`config.mk`:
```
export PLATFORM = sky130hd
export DESIGN_NAME = dbuf_uart_tx
export DESIGN_NICKNAME = d
export VERILOG_FILES = /design/src/rtl/uart_tx_pkg.sv /design/src/rtl/uart_tx_hold.sv /design/src/rtl/uart_tx_bittimer.sv /design/src/rtl/uart_tx_shifter.sv /design/src/rtl/dbuf_uart_tx.sv
export SDC_FILE = /design/constraint.sdc
export NUM_CORES = 1
export LEC_CHECK = 0
export ABC_AREA = 0
export CAP_MARGIN = 20
export CORE_ASPECT_RATIO = 1.75
export CORE_UTILIZATION = 46
export CTS_BUF_LIST = sky130_fd_sc_hd__clkbuf_16
export DETAILED_ROUTE_END_ITERATION = 7
export GPL_TIMING_DRIVEN = 0
export PLACE_DENSITY = 0.72
export SYNTH_ARGS = -nofsm -noshare
export SYNTH_HDL_FRONTEND = slang
export SYNTH_SLANG_ARGS = --single-unit
export TNS_END_PERCENT = 100
```
`constraint.sdc`:
```
create_clock -name clk -period 1.9 [get_ports clk]
set_input_delay 0.57 -clock clk [delete_from_list [all_inputs] [get_ports clk]]
set_output_delay 0.57 -clock clk [all_outputs]
set_load 0.02 [all_outputs]
```
`src/rtl/uart_tx_pkg.sv`:
```
package uart_tx_pkg;
  localparam int UTX_DATA_W_DEF = 8;
  localparam int UTX_OVS_DEF    = 16;

  // start bit + data bits + one stop bit
  function automatic int frame_len(input int data_w);
    return data_w + 2;
  endfunction

  // width needed to count 0 .. n-1
  function automatic int count_w(input int n);
    return (n > 1) ? $clog2(n) : 1;
  endfunction
endpackage

```
`src/rtl/uart_tx_hold.sv`:
```
module uart_tx_hold #(
  parameter int DATA_W = 8
) (
  input  logic              clk,
  input  logic              rst_n,
  input  logic              wr_en,
  input  logic [DATA_W-1:0] wr_data,
  input  logic              load,
  output logic [DATA_W-1:0] hold_q,
  output logic              full
);
  always_ff @(posedge clk) begin
    if (!rst_n) begin
      hold_q <= '0;
      full   <= 1'b0;
    end else if (wr_en) begin
      hold_q <= wr_data;   // overwrites any pending byte
      full   <= 1'b1;
    end else if (load) begin
      full   <= 1'b0;
    end
  end

  // a write leaves the register occupied
  a_r4_write_fills: assert property (@(posedge clk) disable iff (!rst_n)
    wr_en |=> full);
  // a load with no competing write frees the register
  a_r5_load_frees: assert property (@(posedge clk) disable iff (!rst_n)
    load && !wr_en |=> !full);
  // read-back shows the last byte written
  a_r8_readback: assert property (@(posedge clk) disable iff (!rst_n)
    wr_en |=> hold_q == $past(wr_data));
endmodule

```
`src/rtl/uart_tx_bittimer.sv`:
```
module uart_tx_bittimer #(
  parameter int OVS = 16
) (
  input  logic clk,
  input  logic rst_n,
  input  logic tick,
  input  logic active,
  input  logic restart,
  output logic bit_end
);
  localparam int CW = uart_tx_pkg::count_w(OVS);
  localparam logic [CW-1:0] LAST = CW'(OVS - 1);

  logic [CW-1:0] cnt;
  logic [CW-1:0] cnt_nx;

  generate
    if ((OVS & (OVS - 1)) == 0) begin : g_pow2
      assign cnt_nx = cnt + 1'b1;
    end else begin : g_mod
      assign cnt_nx = (cnt == LAST) ? '0 : cnt + 1'b1;
    end
  endgenerate

  assign bit_end = active && tick && (cnt == LAST);

  always_ff @(posedge clk) begin
    if (!rst_n)              cnt <= '0;
    else if (restart)        cnt <= '0;
    else if (active && tick) cnt <= cnt_nx;
  end

  // bit time advances only on enable pulses
  a_r3_frozen_without_tick: assert property (@(posedge clk) disable iff (!rst_n)
    !tick && !restart |=> $stable(cnt));
  // a bit ends only on an enable pulse
  a_r3_end_on_tick: assert property (@(posedge clk) disable iff (!rst_n)
    bit_end |-> tick);
endmodule

```
`src/rtl/uart_tx_shifter.sv`:
```
module uart_tx_shifter #(
  parameter int DATA_W = 8
) (
  input  logic              clk,
  input  logic              rst_n,
  input  logic              load,
  input  logic [DATA_W-1:0] load_data,
  input  logic              bit_end,
  output logic              active,
  output logic              frame_end,
  output logic              txd
);
  localparam int FRAME_W = uart_tx_pkg::frame_len(DATA_W);
  localparam int IW      = uart_tx_pkg::count_w(FRAME_W);
  localparam logic [IW-1:0] LAST_IDX = IW'(FRAME_W - 1);

  function automatic logic [FRAME_W-1:0] frame_of(input logic [DATA_W-1:0] d);
    return {1'b1, d, 1'b0};
  endfunction

  logic [FRAME_W-1:0] sr;
  logic [IW-1:0]      idx;

  assign frame_end = bit_end && (idx == LAST_IDX);
  assign txd       = active ? sr[0] : 1'b1;

  always_ff @(posedge clk) begin
    if (!rst_n) begin
      sr     <= '1;
      idx    <= '0;
      active <= 1'b0;
    end else if (load) begin
      sr     <= frame_of(load_data);
      idx    <= '0;
      active <= 1'b1;
    end else if (frame_end) begin
      active <= 1'b0;
    end else if (bit_end) begin
      sr     <= {1'b1, sr[FRAME_W-1:1]};
      idx    <= idx + 1'b1;
    end
  end

  // every load opens with a low start bit
  a_r2_start_low: assert property (@(posedge clk) disable iff (!rst_n)
    load |=> !txd);
  // the last bit of a frame is the high stop bit
  a_r3_stop_high: assert property (@(posedge clk) disable iff (!rst_n)
    frame_end |-> txd);
endmodule

```
`src/rtl/dbuf_uart_tx.sv`:
```
module dbuf_uart_tx #(
  parameter int DATA_W = uart_tx_pkg::UTX_DATA_W_DEF,
  parameter int OVS    = uart_tx_pkg::UTX_OVS_DEF
) (
  input  logic              clk,
  input  logic              rst_n,
  input  logic              tick16,
  input  logic              wr_en,
  input  logic [DATA_W-1:0] wr_data,
  output logic [DATA_W-1:0] hold_q,
  output logic              txd,
  output logic              buf_empty,
  output logic              tx_busy
);
  logic full;
  logic active;
  logic bit_end;
  logic frame_end;
  logic load_ev;

  // pending byte enters the shifter when idle or right as a stop bit ends
  assign load_ev   = full && (!active || frame_end);
  assign buf_empty = !full;
  assign tx_busy   = active || full;

  uart_tx_hold #(.DATA_W(DATA_W)) u_hold (
    .clk(clk), .rst_n(rst_n), .wr_en(wr_en), .wr_data(wr_data),
    .load(load_ev), .hold_q(hold_q), .full(full)
  );

  uart_tx_bittimer #(.OVS(OVS)) u_timer (
    .clk(clk), .rst_n(rst_n), .tick(tick16), .active(active),
    .restart(load_ev), .bit_end(bit_end)
  );

  uart_tx_shifter #(.DATA_W(DATA_W)) u_shift (
    .clk(clk), .rst_n(rst_n), .load(load_ev), .load_data(hold_q),
    .bit_end(bit_end), .active(active), .frame_end(frame_end), .txd(txd)
  );

  // line is high whenever nothing is in flight
  a_r6_idle_high: assert property (@(posedge clk) disable iff (!rst_n)
    !tx_busy |-> txd);
  // busy drops only right after a stop bit finishes
  a_r6_busy_fall: assert property (@(posedge clk) disable iff (!rst_n)
    $fell(tx_busy) |-> $past(frame_end));
  // a pending byte at frame end is taken without a gap
  a_r5_no_gap: assert property (@(posedge clk) disable iff (!rst_n)
    frame_end && full |=> active && !txd);
endmodule

```
==> results.yml <==
critical_path:
  cp.required_ps: 1330
  crit_family: "buffers and inverters"
  slowest_stage: "clkdlybuf4s50_1"
  r2r-start: "u_shift.idx[0]"
  slowest_delay_ps: 620
  crit_arrival_ps: 1240
  critPathMaxFanout: 3
  worstSetupEndpointType: "output port"
  path_class: "flip-flop to output port"
  crit_chain: "clkdlybuf4s50_1"
  cp-start-kind: "flip-flop"
  r2r_cells: 7
  cp_num_buf_inv: 1
  critPathLaunch: "u_hold.hold_q[1]"
  worst-path-stages: 1
floorplan:
  die_w_um: 40.0
  rows: 23
  die-area_um2: 2750
  die_h_um: 68.6
  fp.coreArea_um2: 2330
  start_util: 0.500
  io_pins: 23
sta:
  rsz0062_at_grt: "false"
  hold_violations: 0
  finalSetupViolCount: 0
  fmax_ghz: 0.554
  fin_skew_ps: 2.15
  fin_crit_ps: 1810
  slew_violations: 0
  worstMarginPinSlew_ps: 623
  relSlewSlack: 0.584
  period_share: 0.951
clock_network:
  path_clk_slew_ps: 60
  max-clock-path-buffers: 2
  clock_latency_ps: 250
  root_buffer: "clkbuf_16"
  cts-htree-levels: 1
  numCtsBuffers: 3
  cts_tree: "built"
  cts_num_sinks: 27
synth:
  yosysTopAreaCellShare: 0.464
  yosysTopAreaCell: "dfxtp_1"
  synth-edff-count: 0
  syn-cell-area_um2: 1160
  avgSynthCellArea_um2: 9.71
  async_reset_ff_frac: 0
  synth_ff_type: "dfxtp_1"
  synth_common_cells: "dfxtp_1, mux2i_1, nor2_1, a21oi_1, nor2b_1"
  synth.distinct_cells: 29
  netlist_top_cells_area: "dfxtp_1, mux2i_1, nor2b_1"
  syn_nets: 135
  postSynthCellCount: 120
  synth_most_common_cell: "dfxtp_1"
  ys_ff_latch: 27
  ys_warn_count: 0
  ys_seq_area_frac: 0.464
drt:
  drtIter0Drc: 14
  wl_per_cell_um: 14.6
  wl_um: 2570
  drt_first_pass_iters: 4
  viasPerCell: 5.45
  ant_nets: 0
  via_count: 960
  drcViolationCount: 0
flow_run:
  maxCapViolCount: 0
layout:
  synthToLayoutAreaGrowth_pct: 34.0
  final_cell_area_um2: 1560
  n_antenna_cell: 0
  layout-drive-gt1-share: 0.119
  fin_util: 0.670
  fin_nets: 167
power:
  p_per_area_nw_per_um2: 790
  leakage_nw: 0.603
  ir_drop_mv: 0.890
hold_path:
  whs_path_depth: 2
  min_from: "u_shift.sr[1]"
  hold_path.class: "flip-flop to flip-flop"
global_routing:
  gr-total-overflow: 0
  grt_pass1_wl_um: 4030
  grt_pass1_vias: 956
  grt_antenna_before_repair: 0
  grt_util_all_layers: 0.213
  grt_max_degree: 15
run_status:
  status: "completed"
placed_design:
  place_area_um2: 1410
  hpwlAfterDp_um: 1820
  io_buffers: 21
  gp_congestion: 0.797
==> path summary, 6_finish.rpt <==
| check | to | slack (ps) |
|---|---|---|
| hold / removal | u_shift.sr[1] | 480 |
| hold reg to reg | u_shift.sr[1] | 480 |
| setup / recovery | hold_q[1] | 90 |
| setup reg to reg | u_shift.sr[1] | 200 |
==> state kept, by name, summed over array words and instances, names as in the netlist <==
signal,flops
u_hold.full,1
u_shift.active,1
u_timer.cnt,4
u_shift.sr,9
u_hold.hold_q,8
u_shift.idx,4
==> cell usage in the layout, fill, tap and decap left out, types with 2 or more instances in the layout <==
| master | n |
|---|---|
| xor2_1 | 2 |
| xnor2_1 | 3 |
| nor2b_1 | 8 |
| nor4_1 | 4 |
| dfxtp_1 | 26 |
| nor3_1 | 4 |
| dlymetal6s2s_1 | 2 |
| buf_4 | 5 |
| mux2i_1 | 16 |
| ha_1 | 3 |
| nand2_1 | 4 |
| clkbuf_1 | 2 |
| inv_1 | 4 |
| dlygate4sd2_1 | 2 |
| o21ai_0 | 3 |
| nor2_1 | 12 |
| nand3_1 | 2 |
| clkbuf_16 | 3 |
| a21oi_1 | 8 |
| nand2b_1 | 2 |
| and3b_1 | 3 |
| nand4_1 | 2 |
| clkdlybuf4s50_1 | 17 |
==> worst register-to-register path: stages (launching register included) <==
cell	delay (ps)
dfxtp_1	400
ha_1	220
and3b_1	250
nor3_4	70
buf_2	160
buf_4	140
a221oi_1	210
o21ai_0	120
==> power by group <==
part           internal, W  total [W]  switching [W]
logic            0.0000780   0.000152      0.0000743
registers         0.000596   0.000618      0.0000221
clock network     0.000281   0.000464       0.000182
total             0.000955    0.00123       0.000279
==> final cells by class <==
| type | instances | area [um^2] |
|---|---|---|
| Sequential cell | 27 | 542 |
| Buffer | 3 | 18.8 |
| Multi-Input combinational cell | 86 | 619 |
| Clock buffer | 3 | 75.1 |
| Timing Repair Buffer | 27 | 255 |
| Clock inverter | 1 | 3.75 |
| Inverter | 4 | 16.3 |
| Tap cell | 25 | 31.3 |
| Fill cell | 206 | 769 |
==> layer usage <==
layer  wire [um]  vias to the layer above  GRT usage  part of all wire
met5           0                        -          0                 0
met4          24                        0     0.0776            0.0093
met3          68                        2     0.0288             0.026
met2        1530                       18      0.435              0.59
met1         951                      460      0.187              0.37
li1            -                      480          -                 -
==> timing repair <==
item / in CTS / in global routing
resized for setup: 5 / 7
endpoints found under the setup margin: 10 / 15
setup buffers: 0 / 5
pin swaps: 0 / 5
hold buffers: 0 / 0
gates cloned: 0 / 1
==> stage by stage <==
stage	std cells	power [W]	setup WS, ps	setup TNS [ps]	hold WS, ps
2_1_floorplan	120	0.000706	304	0	449
3_3_place_gp	166	0.000770	-433	-4430	461
3_5_place_dp	166	0.000775	-468	-5020	476
4_1_cts	170	0.00124	14.1	0	489
5_1_grt	176	0.00128	26.4	0	533
6_report	176	0.00123	93.8	0	485
==> kinds of logic after synthesis <==
| group | after synthesis | share of synthesized area |
|---|---|---|
| and+or+nand+nor | 46 | 0.221 |
| DFF | 27 | 0.464 |
| AOI/OAI and AO/OA | 16 | 0.0784 |
| muxes | 16 | 0.137 |
| buffers and inverters | 7 | 0.0290 |
| xor gates and xnor gates | 5 | 0.0376 |
| adders and majority gates | 3 | 0.0322 |
Power figures use the tool's default switching activity.
